--- src/rtl/bc_pc_pkg.sv ---
package bc_pc_pkg;
  parameter int unsigned PC_W   = 24;
  parameter int unsigned OFS_W  = 16;
  parameter int unsigned DISP_W = 8;
  typedef logic [PC_W-1:0] pc_t;
endpackage

--- src/rtl/bc_pc_run.sv ---
module bc_pc_run
  import bc_pc_pkg::*;
(
  input  logic clk_i,
  input  logic rst_ni,
  input  logic ld_i,
  input  pc_t  ld_val_i,
  input  logic inc_i,
  output pc_t  pc_o,
  output pc_t  fetch_pc_o
);
  always_ff @(posedge clk_i or negedge rst_ni) begin
    if (!rst_ni) begin
      pc_o       <= '0;
      fetch_pc_o <= '0;
    end else if (ld_i) begin
      pc_o       <= ld_val_i;
      fetch_pc_o <= ld_val_i;
    end else if (inc_i) begin
      pc_o <= pc_o + pc_t'(1);
    end
  end


  load_chk: assert property (@(posedge clk_i) disable iff (!rst_ni)
    ld_i |=> (pc_o == $past(ld_val_i)) && (fetch_pc_o == $past(ld_val_i)));

  inc_chk: assert property (@(posedge clk_i) disable iff (!rst_ni)
    (inc_i && !ld_i) |=> pc_o == pc_t'($past(pc_o) + 1));

  fetch_hold_chk: assert property (@(posedge clk_i) disable iff (!rst_ni)
    !ld_i |=> $stable(fetch_pc_o));
endmodule

--- src/rtl/bc_pc_save.sv ---
module bc_pc_save
  import bc_pc_pkg::*;
(
  input  logic clk_i,
  input  logic rst_ni,
  input  logic disp_i,
  input  logic no_trap_i,
  input  logic always_disp_i,
  input  pc_t  pc_i,
  output pc_t  spc_o
);
  logic cap;
  assign cap = (disp_i & no_trap_i) | always_disp_i;

  always_ff @(posedge clk_i or negedge rst_ni) begin
    if (!rst_ni)  spc_o <= '0;
    else if (cap) spc_o <= pc_i;
  end


  capture_chk: assert property (@(posedge clk_i) disable iff (!rst_ni)
    ((disp_i && no_trap_i) || always_disp_i) |=> spc_o == $past(pc_i));

  trap_hold_chk: assert property (@(posedge clk_i) disable iff (!rst_ni)
    (!always_disp_i && !(disp_i && no_trap_i)) |=> $stable(spc_o));
endmodule

--- src/rtl/bc_pc_jump.sv ---
module bc_pc_jump
  import bc_pc_pkg::*;
(
  input  pc_t               spc_i,
  input  logic [DISP_W-1:0] jdisp_i,
  output pc_t               tgt_o,
  output logic              page_x_o
);
  localparam int unsigned EXT_W = OFS_W - DISP_W;

  logic [OFS_W-1:0]  disp_sx;
  logic [OFS_W-1:0]  sum;
  logic [DISP_W:0]   low_sum;

  assign disp_sx = {{EXT_W{jdisp_i[DISP_W-1]}}, jdisp_i};
  assign sum     = spc_i[OFS_W-1:0] + disp_sx;
  // carry out of the low byte decides the crossing with the sign
  assign low_sum = {1'b0, spc_i[DISP_W-1:0]} + {1'b0, jdisp_i};
  assign page_x_o = low_sum[DISP_W] ^ jdisp_i[DISP_W-1];
  assign tgt_o    = {spc_i[PC_W-1:OFS_W], sum};
endmodule

--- src/rtl/bc_pc_unit.sv ---
module bc_pc_unit
  import bc_pc_pkg::*;
(
  input  logic        clk_i,
  input  logic        rst_ni,
  input  logic        ld_i,
  input  logic [23:0] ld_val_i,
  input  logic        inc_i,
  input  logic        disp_i,
  input  logic        no_trap_i,
  input  logic        always_disp_i,
  input  logic [7:0]  jdisp_i,
  output logic [23:0] pc_o,
  output logic [23:0] spc_o,
  output logic [23:0] fetch_pc_o,
  output logic [23:0] jmp_tgt_o,
  output logic        page_x_o
);
  pc_t pc_q, spc_q;

  bc_pc_run i_run (
    .clk_i, .rst_ni, .ld_i, .ld_val_i, .inc_i,
    .pc_o(pc_q), .fetch_pc_o
  );

  bc_pc_save i_save (
    .clk_i, .rst_ni, .disp_i, .no_trap_i, .always_disp_i,
    .pc_i(pc_q), .spc_o(spc_q)
  );

  bc_pc_jump i_jump (
    .spc_i(spc_q), .jdisp_i, .tgt_o(jmp_tgt_o), .page_x_o
  );

  assign pc_o  = pc_q;
  assign spc_o = spc_q;


  page_flag_chk: assert property (@(posedge clk_i) disable iff (!rst_ni)
    page_x_o == (jmp_tgt_o[15:8] != spc_o[15:8]));

  tgt_upper_chk: assert property (@(posedge clk_i) disable iff (!rst_ni)
    jmp_tgt_o[23:16] == spc_o[23:16]);
endmodule

--- config.mk ---
export PLATFORM = sky130hd
export DESIGN_NAME = bc_pc_unit
export DESIGN_NICKNAME = d
export VERILOG_FILES = /design/src/rtl/bc_pc_pkg.sv /design/src/rtl/bc_pc_run.sv /design/src/rtl/bc_pc_save.sv /design/src/rtl/bc_pc_jump.sv /design/src/rtl/bc_pc_unit.sv
export SDC_FILE = /design/constraint.sdc
export NUM_CORES = 1
export LEC_CHECK = 0
export ABC_CLOCK_PERIOD_IN_PS = 3000
export BUFFER_PORTS_ARGS = -buffer_cell sky130_fd_sc_hd__buf_2
export CORE_UTILIZATION = 50
export CTS_CLUSTER_SIZE = 14
export DETAILED_ROUTE_END_ITERATION = 10
export GPL_TIMING_DRIVEN = 0
export PLACE_DENSITY = 0.92
export SLEW_MARGIN = 20
export SYNTH_ARGS = -nofsm -noshare
export SYNTH_HDL_FRONTEND = slang
export SYNTH_SLANG_ARGS = --single-unit
--- constraint.sdc ---
create_clock -name clk_i -period 3 [get_ports clk_i]
set_clock_uncertainty 0.05 [all_clocks]
set_input_delay 0.6 -clock clk_i [delete_from_list [all_inputs] [get_ports clk_i]]
set_output_delay 0.6 -clock clk_i [all_outputs]
set_load 0.02 [all_outputs]
* Word level (Yosys, flattened, before mapping)
Cells that the tools add are included.
** Storage, ports and cells
- Register bits :: 72
- Input bits :: 39
- Output and inout bits :: 97
- Logic and storage cells :: 12
** Operators by class
- $add $sub $neg :: 3
- Multiplexer cells :: 2
- Bitwise operators :: 3
- Reductions and logical operators :: 1
** Operators with widths (count)
- 24-bit two-way mux :: 2
- 24-bit by 1-bit adder with 24-bit output, second input constant :: 1
- 16-bit adder :: 1
- 8-bit by 8-bit adder with 9-bit output :: 1
- 2-bit nonzero test :: 1
- 1-bit bitwise AND :: 1
- 1-bit bitwise OR :: 1
- 1-bit bitwise XOR :: 1

* Depth between registers and ports, before layout
- Depth after elaboration :: 3
- Mapped depth :: 7
- Mapped depth without buffers :: 7

* Modules after synthesis
Synthesis repeated with hierarchy kept, for this count alone.
** Second synthesis, totals
- Cells, all modules :: 387
- Area, all modules :: 3995.1 µm²
** By module, submodules not included
- bc_pc_run :: instances 1, cells an instance 224, area each 2210.9 µm², sequential area each 1201.2 µm²
- bc_pc_save :: instances 1, cells an instance 51, area each 909.6 µm², sequential area each 600.6 µm²
- bc_pc_jump :: instances 1, cells an instance 112, area each 874.6 µm², sequential area each 0.0 µm²

* Worst setup path before layout
OpenSTA, ideal clock, no wires.
- Path type :: input to output
- Start point :: input jdisp_i[0]
- End point :: output jmp_tgt_o[10]
- Arrival :: 2.246 ns
- Data required time :: 2.350 ns
- Slack :: 0.104 ns
- Stages on the path :: 7
- Buffers on the path :: 0
- Cells stage by stage :: ha_1 > fa_1 > a21oi_1 > o211ai_1 > a31o_2 > a31oi_1 > xnor2_1
** Between the ends
- Word-level cells in the longest chain between the ends :: 1
** Ends and longest elaborated chain
- start: declaration :: line bc_pc_unit.sv:12 : input logic [7:0] jdisp_i,
- 16-bit adder :: line bc_pc_jump.sv:16 : assign sum = spc_i[OFS_W-1:0] + disp_sx;
- end: declaration :: line bc_pc_unit.sv:16 : output logic [23:0] jmp_tgt_o,
Every way passes these cells.

* Final worst setup path
- Start point :: register i_save.spc_o[0]
- End point :: output page_x_o
** Between the ends
- Word-level cells in the longest chain between the ends :: 2
** Ends and longest elaborated chain
- start: declaration :: line bc_pc_save.sv:10 : output pc_t spc_o
- start signal: assignment :: line bc_pc_save.sv:17 : else if (cap) spc_o <= pc_i;
- 8-bit by 8-bit adder with 9-bit output :: line bc_pc_jump.sv:18 : assign low_sum = {1'b0, spc_i[DISP_W-1:0]} + {1'b0, jdisp_i};
- 1-bit bitwise XOR :: line bc_pc_jump.sv:19 : assign page_x_o = low_sum[DISP_W] ^ jdisp_i[DISP_W-1];
- end: declaration :: line bc_pc_unit.sv:17 : output logic page_x_o
Every way passes these cells.

==> flow_metrics.py <==
metrics = {
    "synth": {
        "synth_xor_area_frac": 0.0897,
        "ys_ff_latch": 72,
        "synth_top_area_frac": 0.473,
        "synth_compound_area_frac": 0.133,
        "synth_nets": 438,
        "synthFlopType": "dfrtp_1",
        "yosys-top-cells-count": "dfrtp_1, o21ai_0, nand2_1",
        "synth_fa_ha_area_frac": 0.0579,
        "synthMuxAreaShare": 0.0733,
        "synth_top_family_by_area": "compound AO/OA/AOI/OAI gates",
        "syn_area_sq_mm": 0.00381,
        "ys_seq_area_frac": 0.473,
        "synth.most_common_cell": "dfrtp_1",
        "yosys-top-cells-area": "dfrtp_1, mux2_2, o21ai_0, ha_1, xnor2_1",
        "synth_edf_count": 0,
        "syn_inst": 382,
        "yosys_warnings": 0,
        "ys_types": 36,
        "synth_top_area_cell": "dfrtp_1",
        "synth-simple-area-share": 0.113,
        "async_flop_share": 1.00,
        "avgSynthCellArea_sq_um": 9.96,
    },
    "detailed_routing": {
        "wl_per_cell_um": 15.3,
        "antenna_left": 0,
        "vias": 3410,
        "first_pass_iters": 4,
        "drc": 0,
        "first_iter_violations": 159,
        "viasPerCell": 5.37,
        "drt_wl_total_um": 9740,
    },
    "power_and_ir_drop": {
        "total_power_mw": 3.11,
        "leakage_nw": 2.42,
        "ir_drop_v": 0.000302,
        "p_per_area_mw_per_mm2": 626,
    },
    "setup_path": {
        "r2r_end": "i_run.pc_o[19]",
        "end_kind": "output pin",
        "required_ps": 2350,
        "r2r_slack_ps": 990,
        "rr_worst_depth": 5,
        "r2r-start": "i_run.pc_o[9]",
        "crit_path_max_fanout": 2,
        "critical_path_class": "reg2out",
        "cp.arrival_ps": 2330,
        "worst_setup_path_start_kind": "flip-flop",
    },
    "global_routing": {
        "grt-ovfl-total": 0,
        "grt_pass1_vias": 3233,
        "grt_max_degree": 53,
        "grt_usage": 0.251,
        "grt_pass1_wl_um": 15000,
        "antenna_found_initial": 0,
    },
    "sta": {
        "rsz0062_at_grt": "yes",
        "min_period_ps": 2980,
        "hold_violations": 0,
        "fin_crit_sh": 0.994,
        "setup_viol": 0,
        "relSlewSlack": 0.480,
        "whs_ps": 100,
        "layout_setup_ws_ps": 16.7,
        "slew_violations": 0,
        "worst_slew_pin_slew_ps": 780,
        "fmax_ghz": 0.335,
    },
    "run_status": {
        "outcome": "complete, no violations",
    },
    "clock_tree": {
        "cts_tree": "done",
        "cts_made_buffers": 9,
        "cts_max_level": 3,
        "clock_path_buffers": 2,
        "clk_latency_ps": 330,
        "clk_pin_slew_ps": 70,
        "cts_sinks": 72,
        "cts-root-buf": "clkbuf_8",
    },
    "floorplanning": {
        "row_count": 31,
        "ioPinCount": 136,
        "die_w_um": 89.3,
        "die_h_um": 89.3,
        "core_area_sq_mm": 0.00729,
        "start_util": 0.522,
        "die_area_sq_mm": 0.00797,
    },
    "placed_design": {
        "hpwlAfterDp_um": 7590,
        "preCtsSetupSlack_ps": -190,
        "place_congestion": 0.906,
        "port_buffers": 133,
    },
    "finish": {
        "syn2layout_area_growth_pct": 30.4,
        "fin_util": 0.681,
        "drive_gt1_frac": 0.388,
        "final_nets": 587,
        "n_fill_cell": 589,
        "antenna_cells": 0,
    },
    "hold_path": {
        "min_path_type": "in2async",
    },
    "flow_run": {
        "drv_cap": 0,
    },
}
==> power by group <==
group	switching (mW)	internal (mW)	total (mW)
combinational	0.649	0.441	1.09
sequential	0.114	1.08	1.19
clock	0.341	0.486	0.827
total	1.10	2.00	3.11
==> worst max-delay path by stage <==
stage	startpoint	to	cells after the start
floorplan	jdisp_i[0]	jmp_tgt_o[10]	7
global placement	jdisp_i[0]	jmp_tgt_o[10]	9
detailed placement	jdisp_i[0]	jmp_tgt_o[10]	9
CTS	i_save.spc_o[0]	jmp_tgt_o[10]	8
global route	i_save.spc_o[0]	jmp_tgt_o[8]	8
finish	i_save.spc_o[0]	page_x_o	8
==> metrics by stage <==
step / instances / setup TNS [ps] / cell area (sq um)
detailed placement: 615 / -323 / 4630
global route: 635 / -365 / 4960
floorplan: 382 / 0 / 3810
CTS: 632 / -2.35 / 4870
global placement: 614 / -232 / 4600
finish: 635 / 0 / 4960
==> routing by layer <==
| layer | part of all wire | GRT usage | wire, um | vias to the layer above |
|---|---|---|---|---|
| li1 | - | - | - | 1619 |
| met1 | 0.42 | 0.318 | 4070 | 1635 |
| met2 | 0.51 | 0.425 | 4970 | 127 |
| met3 | 0.042 | 0.0351 | 406 | 29 |
| met4 | 0.030 | 0.121 | 293 | 0 |
| met5 | 0 | 0 | 0 | - |
==> cell usage in the layout, fill, tap and decap left out, types with 2 or more instances in the layout <==
| master | count |
|---|---|
| nor2_1 | 13 |
| nand2_1 | 41 |
| bufinv_16 | 2 |
| nand4_1 | 10 |
| clkinv_2 | 3 |
| a31o_2 | 2 |
| nand3_1 | 7 |
| nor3_1 | 2 |
| dfrtp_1 | 72 |
| o21ai_1 | 3 |
| mux2i_1 | 2 |
| nor4_1 | 2 |
| a21oi_2 | 2 |
| buf_2 | 127 |
| mux2_2 | 23 |
| and4_1 | 2 |
| o211ai_1 | 3 |
| a31oi_1 | 2 |
| ha_4 | 2 |
| and3_1 | 4 |
| ha_1 | 9 |
| xor2_1 | 18 |
| inv_1 | 29 |
| or4_4 | 2 |
| a2111oi_0 | 2 |
| a21oi_1 | 10 |
| o21a_1 | 2 |
| o21ai_0 | 50 |
| buf_4 | 19 |
| a21o_1 | 7 |
| clkbuf_8 | 10 |
| clkbuf_1 | 12 |
| xnor2_1 | 21 |
| ha_2 | 5 |
==> flip-flops by register name, summed over array words and instances, names as in the netlist <==
signal,cells
i_run.pc_o,24
i_save.spc_o,24
i_run.fetch_pc_o,24
==> kinds of logic (layout without fill, tap and decap cells) <==
logic type / after synthesis / in the layout
AND/OR/NAND/NOR: 88 / 88
flip-flops: 72 / 72
adder cells (fa/ha/maj): 17 / 17
XOR/XNOR: 39 / 39
multiplexers: 25 / 25
AO/OA/AOI/OAI: 89 / 89
buffers and inverters: 52 / 206
==> critical path: stages (launching register included) <==
cell	delay, ps
dfrtp_1	390
ha_2	200
fa_2	410
a21oi_2	170
o211ai_1	130
a31o_2	280
buf_4	140
xor2_1	130
buf_4	160
==> final cells by class <==
cell class	instances	area, sq um	area share
inverter	29	109	0.0219
buffer	22	114	0.0229
timing repair buffer	139	746	0.150
clock inverter	6	82.6	0.0166
multi-input combinational	258	1850	0.372
clock buffer	10	138	0.0277
sequential	72	1800	0.363
tap	99	124	0.0250
==> repair_timing <==
| action | 4_1_cts | 5_1_grt |
|---|---|---|
| setup buffers | 2 | 3 |
| hold endpoints to repair | 0 | 0 |
| resized for setup | 5 | 17 |
| setup endpoints to repair | 4 | 7 |
| pin swaps | 3 | 4 |
| hold buffers | 0 | 0 |
(Power assumes the default switching activity.)
